## config.mk

```make
export PLATFORM = sky130hd
export DESIGN_NAME = ind_resolver
export DESIGN_NICKNAME = d
export VERILOG_FILES = /design/src/rtl/ind_res_pkg.sv /design/src/rtl/ind_idx_add.sv /design/src/rtl/ind_auto_step.sv /design/src/rtl/ind_level_guard.sv /design/src/rtl/ind_resolver.sv
export SDC_FILE = /design/constraint.sdc
export NUM_CORES = 1
export LEC_CHECK = 0
export ABC_AREA = 0
export BUFFER_PORTS_ARGS = -buffer_cell sky130_fd_sc_hd__buf_2
export CAP_MARGIN = 20
export CELL_PAD_IN_SITES_DETAIL_PLACEMENT = 2
export CELL_PAD_IN_SITES_GLOBAL_PLACEMENT = 2
export CORE_MARGIN = 1.5
export CORE_UTILIZATION = 25
export DETAILED_ROUTE_END_ITERATION = 8
export GPL_TIMING_DRIVEN = 0
export HOLD_SLACK_MARGIN = 0.1
export MAX_ROUTING_LAYER = met4
export PLACE_DENSITY = 0.88
export SKIP_CTS_REPAIR_TIMING = 1
export SYNTH_ARGS = -nofsm -noshare
export SYNTH_HDL_FRONTEND = slang
export SYNTH_SLANG_ARGS = --single-unit
```

## constraint.sdc

```tcl
create_clock -name clk -period 5.8 [get_ports clk]
set_input_delay 0.58 -clock clk [delete_from_list [all_inputs] [get_ports clk]]
set_output_delay 0.58 -clock clk [all_outputs]
set_load 0.02 [all_outputs]
```

## src/rtl/ind_res_pkg.sv

```systemverilog
package ind_res_pkg;
   typedef enum logic [2:0] {
      S_IDLE  = 3'd0,
      S_READ  = 3'd1,
      S_WAIT  = 3'd2,
      S_EVAL  = 3'd3,
      S_WB    = 3'd4,
      S_DONE  = 3'd5,
      S_ERR   = 3'd6
   } res_state_t;
endpackage

```

## src/rtl/ind_idx_add.sv

```systemverilog
module ind_idx_add #(
   parameter int AW   = 18,
   parameter int NIDX = 8,
   localparam int SW  = $clog2(NIDX)
) (
   input  logic [SW-1:0]          sel,
   input  logic [(NIDX-1)*AW-1:0] regs,
   input  logic [AW-1:0]          base,
   output logic [AW-1:0]          sum
);
   logic [AW-1:0] offs [NIDX];

   generate
      for (genvar k = 0; k < NIDX; k++) begin : g_off
         if (k == 0) begin : g_none
            assign offs[k] = '0;
         end else begin : g_reg
            assign offs[k] = regs[(k-1)*AW +: AW];
         end
      end
   endgenerate

   assign sum = base + offs[sel];
endmodule

```

## src/rtl/ind_auto_step.sv

```systemverilog
module ind_auto_step #(
   parameter int AW        = 18,
   parameter int WW        = 36,
   parameter int AUTO_BASE = 8,
   parameter int AUTO_SPAN = 8
) (
   input  logic [AW-1:0] addr,
   input  logic [WW-1:0] word,
   output logic          special,
   output logic [WW-1:0] new_word
);
   generate
      if (AUTO_SPAN == 0) begin : g_off
         assign special  = 1'b0;
         assign new_word = word;
      end else begin : g_on
         localparam logic [AW-1:0] INC_LO = AW'(AUTO_BASE);
         localparam logic [AW-1:0] INC_HI = AW'(AUTO_BASE + AUTO_SPAN);
         localparam logic [AW-1:0] DEC_HI = AW'(AUTO_BASE + 2*AUTO_SPAN);
         logic is_inc, is_dec;
         assign is_inc  = (addr >= INC_LO) && (addr < INC_HI);
         assign is_dec  = (addr >= INC_HI) && (addr < DEC_HI);
         assign special = is_inc || is_dec;
         always_comb begin
            new_word = word;
            if (is_inc)      new_word[AW-1:0] = word[AW-1:0] + AW'(1);
            else if (is_dec) new_word[AW-1:0] = word[AW-1:0] - AW'(1);
         end
      end
   endgenerate
endmodule

```

## src/rtl/ind_level_guard.sv

```systemverilog
module ind_level_guard #(
   parameter int MAX_LEVELS = 16,
   localparam int LW = $clog2(MAX_LEVELS + 1)
) (
   input  logic clk,
   input  logic rst_n,
   input  logic clr,
   input  logic inc,
   output logic at_limit
);
   logic [LW-1:0] count_q;

   always_ff @(posedge clk) begin
      if (!rst_n || clr) count_q <= '0;
      else if (inc)      count_q <= count_q + LW'(1);
   end

   assign at_limit = (count_q == LW'(MAX_LEVELS));

   // the read count never passes the limit
   p_lvl_cap_r8: assert property (@(posedge clk) disable iff (!rst_n)
      count_q <= LW'(MAX_LEVELS));
endmodule

```

## src/rtl/ind_resolver.sv

```systemverilog
module ind_resolver
   import ind_res_pkg::*;
#(
   parameter int AW         = 18,
   parameter int WW         = 36,
   parameter int NIDX       = 8,
   parameter int MAX_LEVELS = 16,
   parameter int AUTO_BASE  = 8,
   parameter int AUTO_SPAN  = 8
) (
   input  logic                   clk,
   input  logic                   rst_n,
   input  logic                   start,
   input  logic                   start_ind,
   input  logic [AW-1:0]          start_addr,
   input  logic [(NIDX-1)*AW-1:0] idx_regs,
   output logic                   mem_rd_en,
   output logic                   mem_wr_en,
   output logic [AW-1:0]          mem_addr,
   output logic [WW-1:0]          mem_wdata,
   input  logic [WW-1:0]          mem_rdata,
   output logic                   busy,
   output logic                   done,
   output logic                   err,
   output logic [AW-1:0]          ea
);
   localparam int SW   = $clog2(NIDX);
   localparam int FLAG = WW - 1;

   generate
      if (AW + SW >= WW) begin : g_bad_word
         $error("word too narrow for address, selector and flag");
      end
      if ((1 << SW) != NIDX) begin : g_bad_nidx
         $error("NIDX must be a power of two");
      end
      if (MAX_LEVELS < 1) begin : g_bad_lvl
         $error("MAX_LEVELS must be at least 1");
      end
      if (AUTO_BASE + 2*AUTO_SPAN > (1 << AW)) begin : g_bad_auto
         $error("auto-step windows exceed address space");
      end
   endgenerate

   res_state_t    state_q;
   logic [AW-1:0] cur_q, ea_q;
   logic [WW-1:0] word_q;
   logic [AW-1:0] sum;
   logic          special, at_limit, lvl_clr;
   logic [WW-1:0] stepped;

   ind_idx_add #(.AW(AW), .NIDX(NIDX)) u_add (
      .sel  (word_q[AW +: SW]),
      .regs (idx_regs),
      .base (word_q[AW-1:0]),
      .sum  (sum)
   );

   ind_auto_step #(.AW(AW), .WW(WW), .AUTO_BASE(AUTO_BASE),
                   .AUTO_SPAN(AUTO_SPAN)) u_step (
      .addr     (cur_q),
      .word     (word_q),
      .special  (special),
      .new_word (stepped)
   );

   assign lvl_clr = (state_q == S_IDLE) && start;

   ind_level_guard #(.MAX_LEVELS(MAX_LEVELS)) u_guard (
      .clk      (clk),
      .rst_n    (rst_n),
      .clr      (lvl_clr),
      .inc      (state_q == S_READ),
      .at_limit (at_limit)
   );

   always_ff @(posedge clk) begin
      if (!rst_n) begin
         state_q <= S_IDLE;
         cur_q   <= '0;
         word_q  <= '0;
         ea_q    <= '0;
      end else begin
         unique case (state_q)
            S_IDLE: if (start) begin
               if (start_ind) begin
                  cur_q   <= start_addr;
                  state_q <= S_READ;
               end else begin
                  ea_q    <= start_addr;
                  state_q <= S_DONE;
               end
            end
            S_READ: state_q <= S_WAIT;
            S_WAIT: begin
               word_q  <= mem_rdata;
               state_q <= S_EVAL;
            end
            S_EVAL, S_WB: begin
               if (state_q == S_EVAL && special) begin
                  state_q <= S_WB;
               end else if (!word_q[FLAG]) begin
                  ea_q    <= sum;
                  state_q <= S_DONE;
               end else if (at_limit) begin
                  state_q <= S_ERR;
               end else begin
                  cur_q   <= sum;
                  state_q <= S_READ;
               end
            end
            S_DONE, S_ERR: state_q <= S_IDLE;
            default: state_q <= S_IDLE;
         endcase
      end
   end

   assign mem_rd_en = (state_q == S_READ);
   assign mem_wr_en = (state_q == S_WB);
   assign mem_addr  = cur_q;
   assign mem_wdata = stepped;
   assign busy      = (state_q != S_IDLE);
   assign done      = (state_q == S_DONE);
   assign err       = (state_q == S_ERR);
   assign ea        = ea_q;

   // no memory traffic while idle
   p_idle_quiet_r1: assert property (@(posedge clk) disable iff (!rst_n)
      !busy |-> (!mem_rd_en && !mem_wr_en));
   // a direct start finishes next cycle with the start address
   p_direct_r2: assert property (@(posedge clk) disable iff (!rst_n)
      (!busy && start && !start_ind) |=> (done && ea == $past(start_addr)));
   // read and write never share a cycle
   p_port_excl_r5: assert property (@(posedge clk) disable iff (!rst_n)
      !(mem_rd_en && mem_wr_en));
   // writeback targets the location read three cycles before
   p_wb_addr_r6: assert property (@(posedge clk) disable iff (!rst_n)
      mem_wr_en |-> ($past(mem_rd_en, 3) && mem_addr == $past(mem_addr, 3)));
   // writeback keeps flag and selector bits of the fetched word
   p_wb_keep_r6: assert property (@(posedge clk) disable iff (!rst_n)
      mem_wr_en |-> (mem_wdata[WW-1:AW] == $past(mem_rdata[WW-1:AW], 2)));
   // completion pulses are exclusive and last one cycle
   p_pulse_excl_r9: assert property (@(posedge clk) disable iff (!rst_n)
      !(done && err));
   p_pulse_len_r9: assert property (@(posedge clk) disable iff (!rst_n)
      (done || err) |=> !(done || err));
endmodule

```

# After elaboration in Yosys (flattened, before gate mapping)

Cells that the tools add are included.

Bits of input ports: 184
Register bits: 80

Order comparisons: 5
Add/sub/neg operators: 4
Reductions and logical operators: 13
Multiplexer cells: 22
Equal/unequal tests: 14
Bitwise operators: 1

Operators with widths:

| operator              | number |
|---|---|
| $mux 18               | 13 |
| $pmux 18 s2           | 2 |
| $bmux 18 s3           | 1 |
| $lt 18x5->1 const B   | 2 |
| $add 18x1->18 const B | 1 |
| $add 18x18->18        | 1 |
| $ge 18x4->1 const B   | 1 |
| $ge 18x5->1 const B   | 1 |
| $sub 18x1->18 const B | 1 |
| $mux 3                | 5 |
| $ne 2x2->1 const B    | 7 |
| $pmux 3 s4            | 1 |
| $eq 3x3->1 const B    | 3 |
| $eq 3x2->1 const B    | 2 |
| $reduce_and 6->1      | 1 |
| $add 5x1->5 const B   | 1 |
| $eq 5x5->1 const B    | 1 |
| $reduce_and 5->1      | 1 |
| $ge 4x4->1 const B    | 1 |
| $logic_and 1x1->1     | 4 |
| $not 3->4             | 1 |
| $eq 3x1->1 const B    | 1 |
| $logic_not 3->1       | 1 |
| $reduce_bool 3->1     | 1 |
| other kinds (4)       | 5 |

# Logic depth before layout (Yosys ltp)

Depth after elaboration: 9
Mapped depth: 14

# Modules after synthesis

From an unflattened synthesis, not the netlist that was laid out.

Cell total of the unflattened synthesis: 841
Area, all modules: 6827.8 um^2

By module, submodules not included:

| module          | cells each | sequential area each (um^2) | instances | area each (um^2) |
|---|---|---|---|---|
| ind_resolver    | 482        | 1501.4                      | 1         | 3960.0 |
| ind_idx_add     | 220        | 0.0                         | 1         | 1804.2 |
| ind_auto_step   | 112        | 0.0                         | 1         | 794.5 |
| ind_level_guard | 27         | 100.1                       | 1         | 269.0 |

# Worst setup path before layout

OpenSTA, ideal clock, no wires.

Path type: register -> register
From: reg word_q[18]
To: reg ea_q[17], in the netlist ea[17]
Required time: 5.738 ns
Slack: 2.243 ns
Buffers on the path: 2
Arrival: 3.494 ns
Stages on the path, launching flop included: 14
Cell sequence: dfxtp_1 -> buf_4 -> buf_2 -> mux4_2 -> nand2_1 -> o21ai_0 -> ha_1 -> a21o_1 -> a221oi_2 -> inv_2 -> a221oi_2 -> o31ai_1 -> or4_1 -> nand3_1

Word-level cells in the longest chain between the ends: 8

Ends and longest elaborated chain:

| element                                     | line                | RTL |
|---|---|---|
| start: declaration                          | ind_resolver.sv:47  | `logic [WW-1:0] word_q;` |
| start signal: assignment                    | ind_resolver.sv:96  | `word_q <= mem_rdata;` |
| $not 3->4 (not written as such)             | ind_idx_add.sv:23   | `assign sum = base + offs[sel];` |
| $bmux 18 s3                                 | ind_idx_add.sv:23   |  |
| $mux 18 (not written as such) (2 in series) | ind_idx_add.sv:23   |  |
| $add 18x18->18                              | ind_idx_add.sv:23   |  |
| $mux 18                                     | ind_resolver.sv:102 | `end else if (!word_q[FLAG]) begin` |
| $mux 18                                     | ind_resolver.sv:100 | `if (state_q == S_EVAL && special) begin` |
| $pmux 18 s2                                 | ind_resolver.sv:84  | `unique case (state_q)` |
| end signal: assignment                      | ind_resolver.sv:90  | `ea_q <= start_addr;` |
| end signal: assignment                      | ind_resolver.sv:103 | `ea_q <= sum;` |
| end: declaration                            | ind_resolver.sv:46  | `logic [AW-1:0] cur_q, ea_q;` |

No other way between the ends. The select of a mux whose other input is x is not followed.
A chain may end at the register's enable or synchronous reset.

# Worst setup path after layout

From: reg word_q[19]
To: reg cur_q[16], in the netlist mem_addr[16]

Word-level cells in the longest chain between the ends: 9

Ends and longest elaborated chain:

| element                                     | line                | RTL |
|---|---|---|
| $not 3->4 (not written as such)             | ind_idx_add.sv:23   |  |
| $bmux 18 s3                                 | ind_idx_add.sv:23   |  |
| $mux 18 (not written as such) (2 in series) | ind_idx_add.sv:23   |  |
| $add 18x18->18                              | ind_idx_add.sv:23   |  |
| $mux 18                                     | ind_resolver.sv:105 | `end else if (at_limit) begin` |
| $mux 18                                     | ind_resolver.sv:102 |  |
| $mux 18                                     | ind_resolver.sv:100 |  |
| $pmux 18 s2                                 | ind_resolver.sv:84  |  |
| end signal: assignment                      | ind_resolver.sv:87  | `cur_q <= start_addr;` |
| end signal: assignment                      | ind_resolver.sv:108 | `cur_q <= sum;` |
| end: declaration                            | ind_resolver.sv:46  |  |

No other way between the ends. The select of a mux whose other input is x is not followed.

==> impl_metrics.toml <==
[run_status]
run_status = "finished, violations left"
violations = "design-rule violations"

[route]
vias = 6651
viasPerCell = 5.20
wl_per_cell_um = 21.1
firstDrtPassIters = 7
drc = 22
wl_mm = 27.0
drtIter0Drc = 251
ant_nets = 0

[synth]
synth_nets = 927
ys_warn_count = 0
ys_ff_latch = 80
yosysTopAreaCellShare_pct = 28.4
synth_area_per_cell_um2 = 7.81
async_flop_share_pct = 0
synth_cell_type_count = 61
synth.area.top_cells = "dfxtp_1 (28%), nand2_1 (9.3%), mux4_2 (7.2%)"
synth_edf_count = 0
syn_inst = 721
syn_area_um2 = 5630
yosysSeqAreaShare_pct = 28.4
synth_ff_type = "dfxtp_1"
yosys.area.top_type = "dfxtp_1"

[floorplanning]
die_width_um = 153
io_pins = 261
start_util_pct = 25.7
core_area_um2 = 22000
dieHeight_um = 153
std_cell_rows = 54
die_area_um2 = 23400

[global_route]
met1_usage_pct = 26.4
grtUsageTotal_pct = 23.7
grt_max_degree = 15
first_global_vias = 7308
antenna_found_initial = 1
use_met3_pct = 4.42
grt-ovfl-total = 0
grtUsageMet2_pct = 43.7
busiest_layer = "met2"
grt_pass1_wl_mm = 41.5

[cells_and_area]
area_growth_pct = 35.0
final_nets = 1198
layout_commonest_cell = "buf_2"
multiInputGateArea_um2 = 3750
stdcell_count = 1279
drive_above_1_share_pct = 33.8
seq_area_um2 = 1600
layout_common_cells = "buf_2 (271), nand2_1 (139), dfxtp_1 (80), a21oi_1 (78), nor2_1 (56)"
fill_cells = 2615

[timing]
tns_ns = 0
rsz0062_at_grt = "no"
hold_viol_final = 0
timing.final.max_slew_violations = 0
layout_min_cycle_time_ns = 4.44
finalCritPeriodShare_pct = 76.6
fmax_mhz = 225
final.setup_skew_ns = 0.00836
finalSetupViolations = 0
relSlewSlack_pct = 46.6
fin_ws_ns = 1.36
worst_pin_slew_ns = 0.793

[power_and_ir_drop]
power_frac_seq_pct = 26.9
clockPowerShare_pct = 20.1
p_per_area_nw_per_um2 = 410
p_int_w = 0.00163
p_sw_share_pct = 47.7
power_switching_w = 0.00149
p_total_w = 0.00312
pwr-share-comb_pct = 53.0
p_leak_nw = 3.44
ir_drop_mv = 0.144

[min_path]
hold_path.class = "flop to flop"

[clock_tree]
cts_buffer_depth = 2
clock-sinks = 80
cts_tree = "done"
path_clk_slew_ns = 0.07
clk_latency_ns = 0.36
cts.root.buffer_cell = "clkbuf_16"
numCtsBuffers = 9
htree_levels = 3

[place]
port_buffers = 260
post-place-ws_ns = 1.48
dp_cells = 1261
place_congestion = 0.869
place_hpwl_mm = 22.1

[worst_setup_path]
cp-end-kind = "flop"
critPathArrivalTime_ns = 4.67
start_kind = "flop"
cp_max_fo = 10
worstPathRequired_ns = 6.02
setup.worst_path.class = "flop to flop"

[run]
drv_cap = 0
cell type report:
type | instances | share of cell area, %
Multi-Input combinational cell | 578 | 49.3
Sequential cell | 80 | 21.1
Timing Repair Buffer | 260 | 17.1
Tap cell | 280 | 4.61
Clock buffer | 11 | 3.32
Buffer | 50 | 3.11
Clock inverter | 5 | 0.823
Inverter | 13 | 0.642
Antenna cell | 2 | 0.0658
power groups by stage:
stage / logic (W) / registers, W / clock network [W]
2_1_floorplan: 0.000900 / 0.000960 / 0
3_5_place_dp: 0.00165 / 0.000850 / 0
3_3_place_gp: 0.00157 / 0.000838 / 0
6_report: 0.00165 / 0.000839 / 0.000626
4_1_cts: 0.00167 / 0.000839 / 0.000639
5_1_grt: 0.00180 / 0.000860 / 0.000660
per-stage QoR:
stage	hold WS (ns)	util, %	area [um2]
5_1_grt	0.464	34.6	7600
3_3_place_gp	0.443	33.2	7280
2_1_floorplan	0.471	-	5630
3_5_place_dp	0.455	33.2	7280
6_report	0.456	34.6	7600
4_1_cts	0.452	34.6	7600
cell families after synthesis:
logic type | Yosys count | share of synthesized area (%)
simple gates | 270 | 21.3
buf+inv | 63 | 5.06
flops | 80 | 28.4
compound gates | 210 | 23.1
mux | 42 | 11.9
fa+ha+maj | 22 | 5.02
xor+xnor | 34 | 5.29
worst paths after layout:
check | startpoint | endpoint | cells after the start | slack, ns
setup / recovery | word_q[19] | mem_addr[16] | 14 | 1.36
hold / removal | word_q[26] | word_q[26] | 2 | 0.46
setup reg to reg | word_q[19] | mem_addr[16] | 14 | 1.36
hold reg to reg | word_q[26] | word_q[26] | 2 | 0.46
layer usage:
layer / up-vias / share of wire [%]
met5: - / 0
met4: 0 / 1.2
met3: 19 / 5.0
met2: 203 / 53
met1: 3281 / 41
li1: 3148 / -
flip-flops by register name, summed over array words and instances (netlist names):
name,count
word_q,36
ea,18
mem_addr,18
u_guard.count_q,5
state_q,3
synthesized netlist by cell type, types with 7 or more instances:
cell type / number
a21oi_1: 78
mux4_2: 18
nand4_1: 10
a211oi_1: 15
buf_2: 11
a21o_1: 8
nand2_1: 139
nor3_1: 9
mux2_2: 18
and3_1: 7
xor2_1: 18
ha_1: 21
o21ai_0: 48
buf_1: 7
o211ai_1: 8
nor2_1: 56
nand3_1: 15
clkbuf_1: 27
inv_1: 12
dfxtp_1: 80
xnor2_1: 16
a22oi_1: 21
worst max-delay path: stages (launching register included):
cell	delay, ns
dfxtp_1	0.36
buf_2	0.26
buf_1	0.49
mux4_2	0.39
nand2_1	0.08
o21ai_0	0.23
ha_1	0.32
fa_1	0.44
a211oi_1	0.36
o21ai_0	0.20
nand4_1	0.13
nand3_1	0.22
a2111oi_0	0.50
a311o_1	0.23
o21ai_0	0.09
Power figures use the tool's default switching activity.
